===== config.mk =====
export PLATFORM = sky130hd
export DESIGN_NAME = barker_frame_sync
export DESIGN_NICKNAME = d
export VERILOG_FILES = /design/src/rtl/bfs_pkg.sv /design/src/rtl/bfs_corr_acc.sv /design/src/rtl/bfs_peak_track.sv /design/src/rtl/bfs_demap.sv /design/src/rtl/bfs_descr.sv /design/src/rtl/barker_frame_sync.sv
export SDC_FILE = /design/constraint.sdc
export NUM_CORES = 1
export LEC_CHECK = 0
export BUFFER_PORTS_ARGS = -buffer_cell sky130_fd_sc_hd__buf_2
export CORE_ASPECT_RATIO = 1.25
export CORE_MARGIN = 1
export CORE_UTILIZATION = 57
export DETAILED_ROUTE_END_ITERATION = 12
export PLACE_DENSITY = 0.83
export SLEW_MARGIN = 20
export SYNTH_ARGS = -nofsm -noshare
export SYNTH_HDL_FRONTEND = slang
export SYNTH_HIERARCHICAL = 1
export SYNTH_SLANG_ARGS = --single-unit

===== constraint.sdc =====
create_clock -name clk -period 5.2 [get_ports clk]
set_input_delay 0.52 -clock clk [delete_from_list [all_inputs] [get_ports clk]]
set_output_delay 0.52 -clock clk [all_outputs]
set_load 0.05 [all_outputs]

===== src/rtl/bfs_pkg.sv =====
package bfs_pkg;

    typedef enum logic [2:0] {
        S_IDLE,
        S_CORR,
        S_CMP,
        S_DECIDE,
        S_EMIT
    } fsm_t;

    localparam int HDR_LEN = 13;

    // bit k holds the sign of header symbol k (1 = positive)
    localparam logic [HDR_LEN-1:0] HDR_SIGNS = 13'b1010110011111;

endpackage


===== src/rtl/bfs_corr_acc.sv =====
module bfs_corr_acc #(
    parameter int SYM_W = 12,
    parameter int ACC_W = 18
) (
    input  logic                    clk,
    input  logic                    rst_n,
    input  logic                    clr,
    input  logic                    en,
    input  logic                    pos,
    input  logic signed [SYM_W-1:0] re,
    input  logic signed [SYM_W-1:0] im,
    output logic signed [ACC_W-1:0] acc_re,
    output logic signed [ACC_W-1:0] acc_im
);
    localparam int EXT = ACC_W - SYM_W - 1;

    logic signed [SYM_W:0]   sum_t, dif_t;
    logic signed [ACC_W-1:0] sum_x, dif_x;

    // conj(1+j) * (re + j im) = (re+im) + j(im-re)
    always_comb begin
        sum_t = {re[SYM_W-1], re} + {im[SYM_W-1], im};
        dif_t = {im[SYM_W-1], im} - {re[SYM_W-1], re};
        sum_x = {{EXT{sum_t[SYM_W]}}, sum_t};
        dif_x = {{EXT{dif_t[SYM_W]}}, dif_t};
    end

    always_ff @(posedge clk) begin
        if (!rst_n || clr) begin
            acc_re <= '0;
            acc_im <= '0;
        end else if (en) begin
            if (pos) begin
                acc_re <= acc_re + sum_x;
                acc_im <= acc_im + dif_x;
            end else begin
                acc_re <= acc_re - sum_x;
                acc_im <= acc_im - dif_x;
            end
        end
    end
endmodule


===== src/rtl/bfs_peak_track.sv =====
module bfs_peak_track #(
    parameter int ACC_W = 18,
    parameter int IDX_W = 7
) (
    input  logic                    clk,
    input  logic                    rst_n,
    input  logic                    init,
    input  logic                    en,
    input  logic [IDX_W-1:0]        idx,
    input  logic signed [ACC_W-1:0] acc_re,
    input  logic signed [ACC_W-1:0] acc_im,
    output logic [ACC_W:0]          best_mag,
    output logic [IDX_W-1:0]        best_idx,
    output logic signed [ACC_W-1:0] best_re,
    output logic signed [ACC_W-1:0] best_im
);
    logic [ACC_W-1:0] abs_re, abs_im;
    logic [ACC_W:0]   mag;

    always_comb begin
        abs_re = acc_re[ACC_W-1] ? ACC_W'(-acc_re) : ACC_W'(acc_re);
        abs_im = acc_im[ACC_W-1] ? ACC_W'(-acc_im) : ACC_W'(acc_im);
        mag    = {1'b0, abs_re} + {1'b0, abs_im};
    end

    always_ff @(posedge clk) begin
        if (!rst_n || init) begin
            best_mag <= '0;
            best_idx <= '0;
            best_re  <= '0;
            best_im  <= '0;
        end else if (en && (mag > best_mag)) begin
            best_mag <= mag;
            best_idx <= idx;
            best_re  <= acc_re;
            best_im  <= acc_im;
        end
    end
endmodule


===== src/rtl/bfs_demap.sv =====
module bfs_demap #(
    parameter int SYM_W = 12
) (
    input  logic signed [SYM_W-1:0] re,
    input  logic signed [SYM_W-1:0] im,
    input  logic [1:0]              rot,
    input  logic                    odd,
    output logic                    bit_o
);
    logic re_neg, im_neg, re_pos, im_pos;
    logic cr_neg, ci_neg;

    always_comb begin
        re_neg = re[SYM_W-1];
        im_neg = im[SYM_W-1];
        re_pos = !re_neg && (re != '0);
        im_pos = !im_neg && (im != '0);
        // sign of the derotated components, no negation needed
        unique case (rot)
            2'd0:    begin cr_neg = re_neg; ci_neg = im_neg; end
            2'd1:    begin cr_neg = im_neg; ci_neg = re_pos; end
            2'd2:    begin cr_neg = re_pos; ci_neg = im_pos; end
            default: begin cr_neg = im_pos; ci_neg = re_neg; end
        endcase
        bit_o = odd ? ci_neg : cr_neg;
    end
endmodule


===== src/rtl/bfs_descr.sv =====
module bfs_descr #(
    parameter int             W    = 7,
    parameter logic [W-1:0]   TAPS = 7'h48,
    parameter logic [W-1:0]   SEED = 7'h7F
) (
    input  logic clk,
    input  logic rst_n,
    input  logic load,
    input  logic step,
    input  logic din,
    output logic dout
);
    logic [W-1:0] s_q;

    assign dout = din ^ s_q[W-1];

    always_ff @(posedge clk) begin
        if (!rst_n || load) begin
            s_q <= SEED;
        end else if (step) begin
            s_q <= {s_q[W-2:0], ^(s_q & TAPS)};
        end
    end
endmodule


===== src/rtl/barker_frame_sync.sv =====
module barker_frame_sync
    import bfs_pkg::*;
#(
    parameter int             N_SYM     = 100,
    parameter int             SYM_W     = 12,
    parameter int             MSG_BITS  = 105,
    parameter int             LFSR_W    = 7,
    parameter logic [LFSR_W-1:0] LFSR_TAPS = 7'h48,
    parameter logic [LFSR_W-1:0] LFSR_SEED = 7'h7F,
    localparam int IDX_W = $clog2(N_SYM),
    localparam int ACC_W = SYM_W + 2 + $clog2(HDR_LEN),
    localparam int MAG_W = ACC_W + 1
) (
    input  logic                    clk,
    input  logic                    rst_n,
    input  logic                    frame_go,
    input  logic [MAG_W-1:0]        thresh,
    output logic [IDX_W-1:0]        rd_addr,
    input  logic signed [SYM_W-1:0] sym_re,
    input  logic signed [SYM_W-1:0] sym_im,
    output logic                    busy,
    output logic                    sync_found,
    output logic                    frame_miss,
    output logic [IDX_W-1:0]        frame_ofs,
    output logic [1:0]              frame_rot,
    output logic                    msg_valid,
    output logic                    msg_bit,
    output logic                    msg_last
);
    localparam int KW    = $clog2(HDR_LEN);
    localparam int BC_W  = $clog2(MSG_BITS);
    localparam int SUM_W = IDX_W + 1;
    localparam logic [KW-1:0]    K_LAST   = KW'(HDR_LEN - 1);
    localparam logic [IDX_W-1:0] D_LAST   = IDX_W'(N_SYM - 1);
    localparam logic [BC_W-1:0]  B_LAST   = BC_W'(MSG_BITS - 1);
    localparam logic [SUM_W-1:0] N_WIDE   = SUM_W'(N_SYM);
    localparam logic [SUM_W-1:0] HDR_WIDE = SUM_W'(HDR_LEN);

    fsm_t state_q, state_d;

    logic [IDX_W-1:0] d_q, ofs_q;
    logic [KW-1:0]    k_q;
    logic [BC_W-1:0]  bcnt_q;
    logic [1:0]       rot_q, rot_d;
    logic             accept;

    logic signed [ACC_W-1:0] acc_re, acc_im, best_re, best_im;
    logic [ACC_W:0]          best_mag;
    logic [IDX_W-1:0]        best_idx;
    logic [ACC_W-1:0]        babs_re, babs_im;
    logic                    raw_bit, clean_bit;
    logic [SUM_W-1:0]        addr_sum;

    // ---------------- next-state logic ----------------
    always_comb begin
        state_d = state_q;
        unique case (state_q)
            S_IDLE:   if (frame_go) state_d = S_CORR;
            S_CORR:   if (k_q == K_LAST) state_d = S_CMP;
            S_CMP:    state_d = (d_q == D_LAST) ? S_DECIDE : S_CORR;
            S_DECIDE: state_d = accept ? S_EMIT : S_IDLE;
            S_EMIT:   if (bcnt_q == B_LAST) state_d = S_IDLE;
            default:  state_d = S_IDLE;
        endcase
    end

    // ---------------- state register ----------------
    always_ff @(posedge clk) begin
        if (!rst_n) state_q <= S_IDLE;
        else        state_q <= state_d;
    end

    // ---------------- counters and captured decision ----------------
    always_ff @(posedge clk) begin
        if (!rst_n) begin
            d_q    <= '0;
            k_q    <= '0;
            bcnt_q <= '0;
            ofs_q  <= '0;
            rot_q  <= '0;
        end else begin
            unique case (state_q)
                S_IDLE: begin
                    d_q <= '0;
                    k_q <= '0;
                end
                S_CORR:   k_q <= (k_q == K_LAST) ? '0 : k_q + 1'b1;
                S_CMP:    d_q <= (d_q == D_LAST) ? '0 : d_q + 1'b1;
                S_DECIDE: begin
                    ofs_q  <= best_idx;
                    rot_q  <= rot_d;
                    bcnt_q <= '0;
                end
                S_EMIT:   bcnt_q <= bcnt_q + 1'b1;
                default: ;
            endcase
        end
    end

    // ---------------- buffer address ----------------
    always_comb begin
        if (state_q == S_EMIT)
            addr_sum = {1'b0, ofs_q} + HDR_WIDE + SUM_W'(bcnt_q >> 1);
        else
            addr_sum = {1'b0, d_q} + SUM_W'(k_q);
        if (addr_sum >= N_WIDE) addr_sum = addr_sum - N_WIDE;
        rd_addr = addr_sum[IDX_W-1:0];
    end

    // ---------------- quadrant and threshold decision ----------------
    always_comb begin
        babs_re = best_re[ACC_W-1] ? ACC_W'(-best_re) : ACC_W'(best_re);
        babs_im = best_im[ACC_W-1] ? ACC_W'(-best_im) : ACC_W'(best_im);
        if (babs_re >= babs_im) rot_d = best_re[ACC_W-1] ? 2'd2 : 2'd0;
        else                    rot_d = best_im[ACC_W-1] ? 2'd3 : 2'd1;
        accept = best_mag > thresh;
    end

    // ---------------- datapath units ----------------
    bfs_corr_acc #(.SYM_W(SYM_W), .ACC_W(ACC_W)) u_corr (
        .clk    (clk),
        .rst_n  (rst_n),
        .clr    (state_q != S_CORR),
        .en     (state_q == S_CORR),
        .pos    (HDR_SIGNS[k_q]),
        .re     (sym_re),
        .im     (sym_im),
        .acc_re (acc_re),
        .acc_im (acc_im)
    );

    bfs_peak_track #(.ACC_W(ACC_W), .IDX_W(IDX_W)) u_peak (
        .clk      (clk),
        .rst_n    (rst_n),
        .init     (state_q == S_IDLE),
        .en       (state_q == S_CMP),
        .idx      (d_q),
        .acc_re   (acc_re),
        .acc_im   (acc_im),
        .best_mag (best_mag),
        .best_idx (best_idx),
        .best_re  (best_re),
        .best_im  (best_im)
    );

    bfs_demap #(.SYM_W(SYM_W)) u_demap (
        .re    (sym_re),
        .im    (sym_im),
        .rot   (rot_q),
        .odd   (bcnt_q[0]),
        .bit_o (raw_bit)
    );

    bfs_descr #(.W(LFSR_W), .TAPS(LFSR_TAPS), .SEED(LFSR_SEED)) u_descr (
        .clk   (clk),
        .rst_n (rst_n),
        .load  (state_q == S_DECIDE),
        .step  (state_q == S_EMIT),
        .din   (raw_bit),
        .dout  (clean_bit)
    );

    assign busy = (state_q != S_IDLE);

    // ---------------- registered outputs ----------------
    always_ff @(posedge clk) begin
        if (!rst_n) begin
            sync_found <= 1'b0;
            frame_miss <= 1'b0;
            frame_ofs  <= '0;
            frame_rot  <= '0;
            msg_valid  <= 1'b0;
            msg_bit    <= 1'b0;
            msg_last   <= 1'b0;
        end else begin
            sync_found <= (state_q == S_DECIDE) && accept;
            frame_miss <= (state_q == S_DECIDE) && !accept;
            if (state_q == S_DECIDE && accept) begin
                frame_ofs <= best_idx;
                frame_rot <= rot_d;
            end
            msg_valid <= (state_q == S_EMIT);
            msg_bit   <= (state_q == S_EMIT) && clean_bit;
            msg_last  <= (state_q == S_EMIT) && (bcnt_q == B_LAST);
        end
    end
endmodule


==> reports/results.ini <==
[run_status]
outcome = completed

[power]
power.internal_mw = 2.25
sequentialPowerShare = 0.346
swShare = 0.340
power_frac_comb = 0.288
p_per_area_nw_per_um2 = 226
power_frac_clock = 0.366
switching_power_mw = 1.16
total_leakage_power_nw = 6.41
worst_ir_drop_vdd_v = 0.000222
power_mw = 3.41

[timing]
tightestPinTransition_ps = 924
setup_viol = 0
max_freq_mhz = 204
period_share = 0.945
finalCriticalPeriod_ps = 4910
rsz0062_at_grt = no
setup_tns_ps = 0
finalMaxSlewViolations = 0
max-slew-margin-rel = 0.382
clock-skew-final_ps = 7.66
hold_viol = 0

[clocking]
cts_tree = done
clockBufferDepth = 2
clock_latency_ps = 430
cts_sinks = 150
cts-root-buf = clkbuf_16
clk_pin_slew_ps = 60
ctsHtreeMaxLevel = 4
cts_made_buffers = 17
ctsHoldBuffers = 0

[setup_path]
critPathKind = flop to flop
r2r_setup_slack_ps = 290
rr_worst_depth = 19
cp.required_ps = 5490
end_kind = flop
start_kind = flop
arrival_ps = 5200
critPathMaxFanout = 37

[floorplan]
fp-row-count = 63
fp.coreArea_um2 = 23700
start_util = 0.581
die_h_um = 176
io_pins = 68
fp.dieW_um = 141
die-area_um2 = 24800

[placement]
place.gp.congestion = 0.955
dp.final_hpwl_um = 27800
portBuffers = 67

[flow_run]
drv_cap = 0

[global_routing]
antenna_found_initial = 0
grt_max_degree = 50
gr-total-overflow = 0
grt_pass1_wl_um = 59000
grt_usage = 0.292
grt_pass1_vias = 12600

[routing]
ant_nets = 0
drc = 0
vias = 13100
drt-vias-per-instance = 6.21
totalWireLength_um = 36200
drt_first_pass_iters = 8
drt_iter0_drc = 873
routedWlPerCell_um = 17.1

[logic_synthesis]
async_flop_share = 0
syn-num-nets = 1951
yosysSeqAreaShare = 0.218
postSynthAreaPerCell_um2 = 7.93
synth_edf_count = 0
yosysUniqueCellTypes = 103
yosys_warnings = 6
ys.flop_type = dfxtp_1
netlist_instances = 1737
synth.cell_area_um2 = 13800
synth_seq_cells = 150

[cells_and_area]
n_fill_cell = 1986
nets = 1988
area.growth.synth_to_final_pct = 9.59
diodes = 0
layout-drive-gt1-share = 0.112

[min_path]
hold_path_depth = 2
hp-class = flop to flop

==> critical path: stages (launching register included) <==
cell      delay (ps)
dfxtp_1          310
or4_4            550
or3_4            380
nor4_4           190
nand2b_2         120
o41ai_2          240
xnor2_1          170
ha_1             340
a21o_1           230
a21o_1           180
a221oi_1         290
o21ai_1          160
ha_1             320
and3_1           170
o21ai_0          130
o21ai_0          190
and3b_2          270
buf_12           170
o21ai_0          230
a21oi_1          100
==> cell usage in the layout, fill, tap and decap left out, types with 13 or more instances in the layout <==
cell / count
a21oi_1: 171
ha_1: 160
dfxtp_1: 150
o21ai_0: 131
inv_1: 113
xnor2_1: 108
nand2_1: 100
nor2_1: 96
nand3_1: 83
buf_2: 67
mux2i_1: 49
xor2_1: 38
nor3_1: 31
buf_4: 30
nor2b_1: 26
a21o_1: 23
nand2b_1: 21
o31ai_1: 20
a211oi_1: 20
and3_1: 18
and2_1: 17
clkbuf_16: 17
nand4_1: 15
or3_1: 14
o21bai_1: 14
a31oi_1: 13
o41ai_1: 13
==> cell families after synthesis <==
kind of cell	Yosys count	share of synthesized area
AO/OA/AOI/OAI	525	0.244
XOR/XNOR	146	0.0928
adder cells (fa/ha/maj)	168	0.156
buffers and inverters	201	0.0600
flip-flops	150	0.218
multiplexers	50	0.0364
AND/OR/NAND/NOR	497	0.193
==> metal layers <==
layer  GRT usage  share of wire  vias up
met5           0              0        -
met4       0.179          0.049        0
met3      0.0382          0.042      140
met2       0.530           0.51      447
met1       0.322           0.40     6175
li1            -              -     6349
==> power by group through the flow <==
stage	sequential (mW)	combinational (mW)	clock [mW]
floorplan	1.20	0.700	0
CTS	1.18	0.934	1.25
detailed placement	1.20	0.925	0
global route	1.18	1.06	1.30
finish	1.18	0.980	1.25
global placement	1.20	0.902	0
==> sequential cells by signal, summed over array words and instances, names as in the netlist, named ones only <==
name	cells
msg_last	1
u_corr/acc_im	18
state_q	3
frame_rot	2
sync_found	1
u_peak/best_mag	19
u_peak/best_idx	7
bcnt_q	7
k_q	4
msg_valid	1
u_corr/acc_re	18
d_q	7
u_peak/best_re	18
frame_miss	1
u_peak/best_im	18
frame_ofs	7
rot_q	2
msg_bit	1
ofs_q	7
u_descr/s_q	7
==> cells in the mapped netlist (26+ instances only) <==
| cell | number | area share |
|---|---|---|
| ha_1 | 161 | 0.15 |
| nand2_1 | 100 | 0.027 |
| inv_1 | 113 | 0.031 |
| nor3_1 | 32 | 0.012 |
| dfxtp_1 | 150 | 0.22 |
| nor2_1 | 98 | 0.027 |
| nand3_1 | 83 | 0.030 |
| clkbuf_1 | 70 | 0.019 |
| xnor2_1 | 108 | 0.069 |
| a21oi_1 | 171 | 0.062 |
| xor2_1 | 38 | 0.024 |
| nor2b_1 | 26 | 0.012 |
| mux2i_1 | 49 | 0.036 |
| o21ai_0 | 137 | 0.050 |
==> through the flow <==
stage          hold slack [ps]  utilization  setup slack, ps  cell area, um^2  std cells
2_1_floorplan              440            -              371            13800       1737
3_3_place_gp               455        0.609              153            14400       2079
3_5_place_dp               463        0.609             67.3            14400       2079
4_1_cts                    483        0.634              206            15000       2111
5_1_grt                    510        0.636             24.2            15100       2112
6_report                   479        0.636              288            15100       2112
==> final timing paths <==
| kind | from | endpoint |
|---|---|---|
| worst min-delay path | u_descr/s_q[4]$_SDFFE_PP1P_ | u_descr/s_q[4]$_SDFFE_PP1P_ |
| worst max-delay path | u_corr/acc_im[4]$_SDFFE_PP0P_ | u_peak/best_re[7]$_SDFFE_PP0P_ |
| worst min register to register | u_descr/s_q[4]$_SDFFE_PP1P_ | u_descr/s_q[4]$_SDFFE_PP1P_ |
| worst max register to register | u_corr/acc_im[4]$_SDFFE_PP0P_ | u_peak/best_re[7]$_SDFFE_PP0P_ |
==> what timing repair did <==
item                                    in CTS  in global routing
pin swaps                                    0                  0
endpoints found under the setup margin       4                 62
gates resized for setup                      1                 17
buffers inserted                             0                  1
==> area by class of cell <==
class,instances,area (um^2),share of cell area
inverters,116,435,0.0288
flip-flops and latches,150,3000,0.199
repair buffers,103,662,0.0438
clock buffers,20,447,0.0296
well taps,325,407,0.0269
multi-input cells,1386,10000,0.662
clock inverters,12,143,0.00945
(Power assumes the default switching activity.)
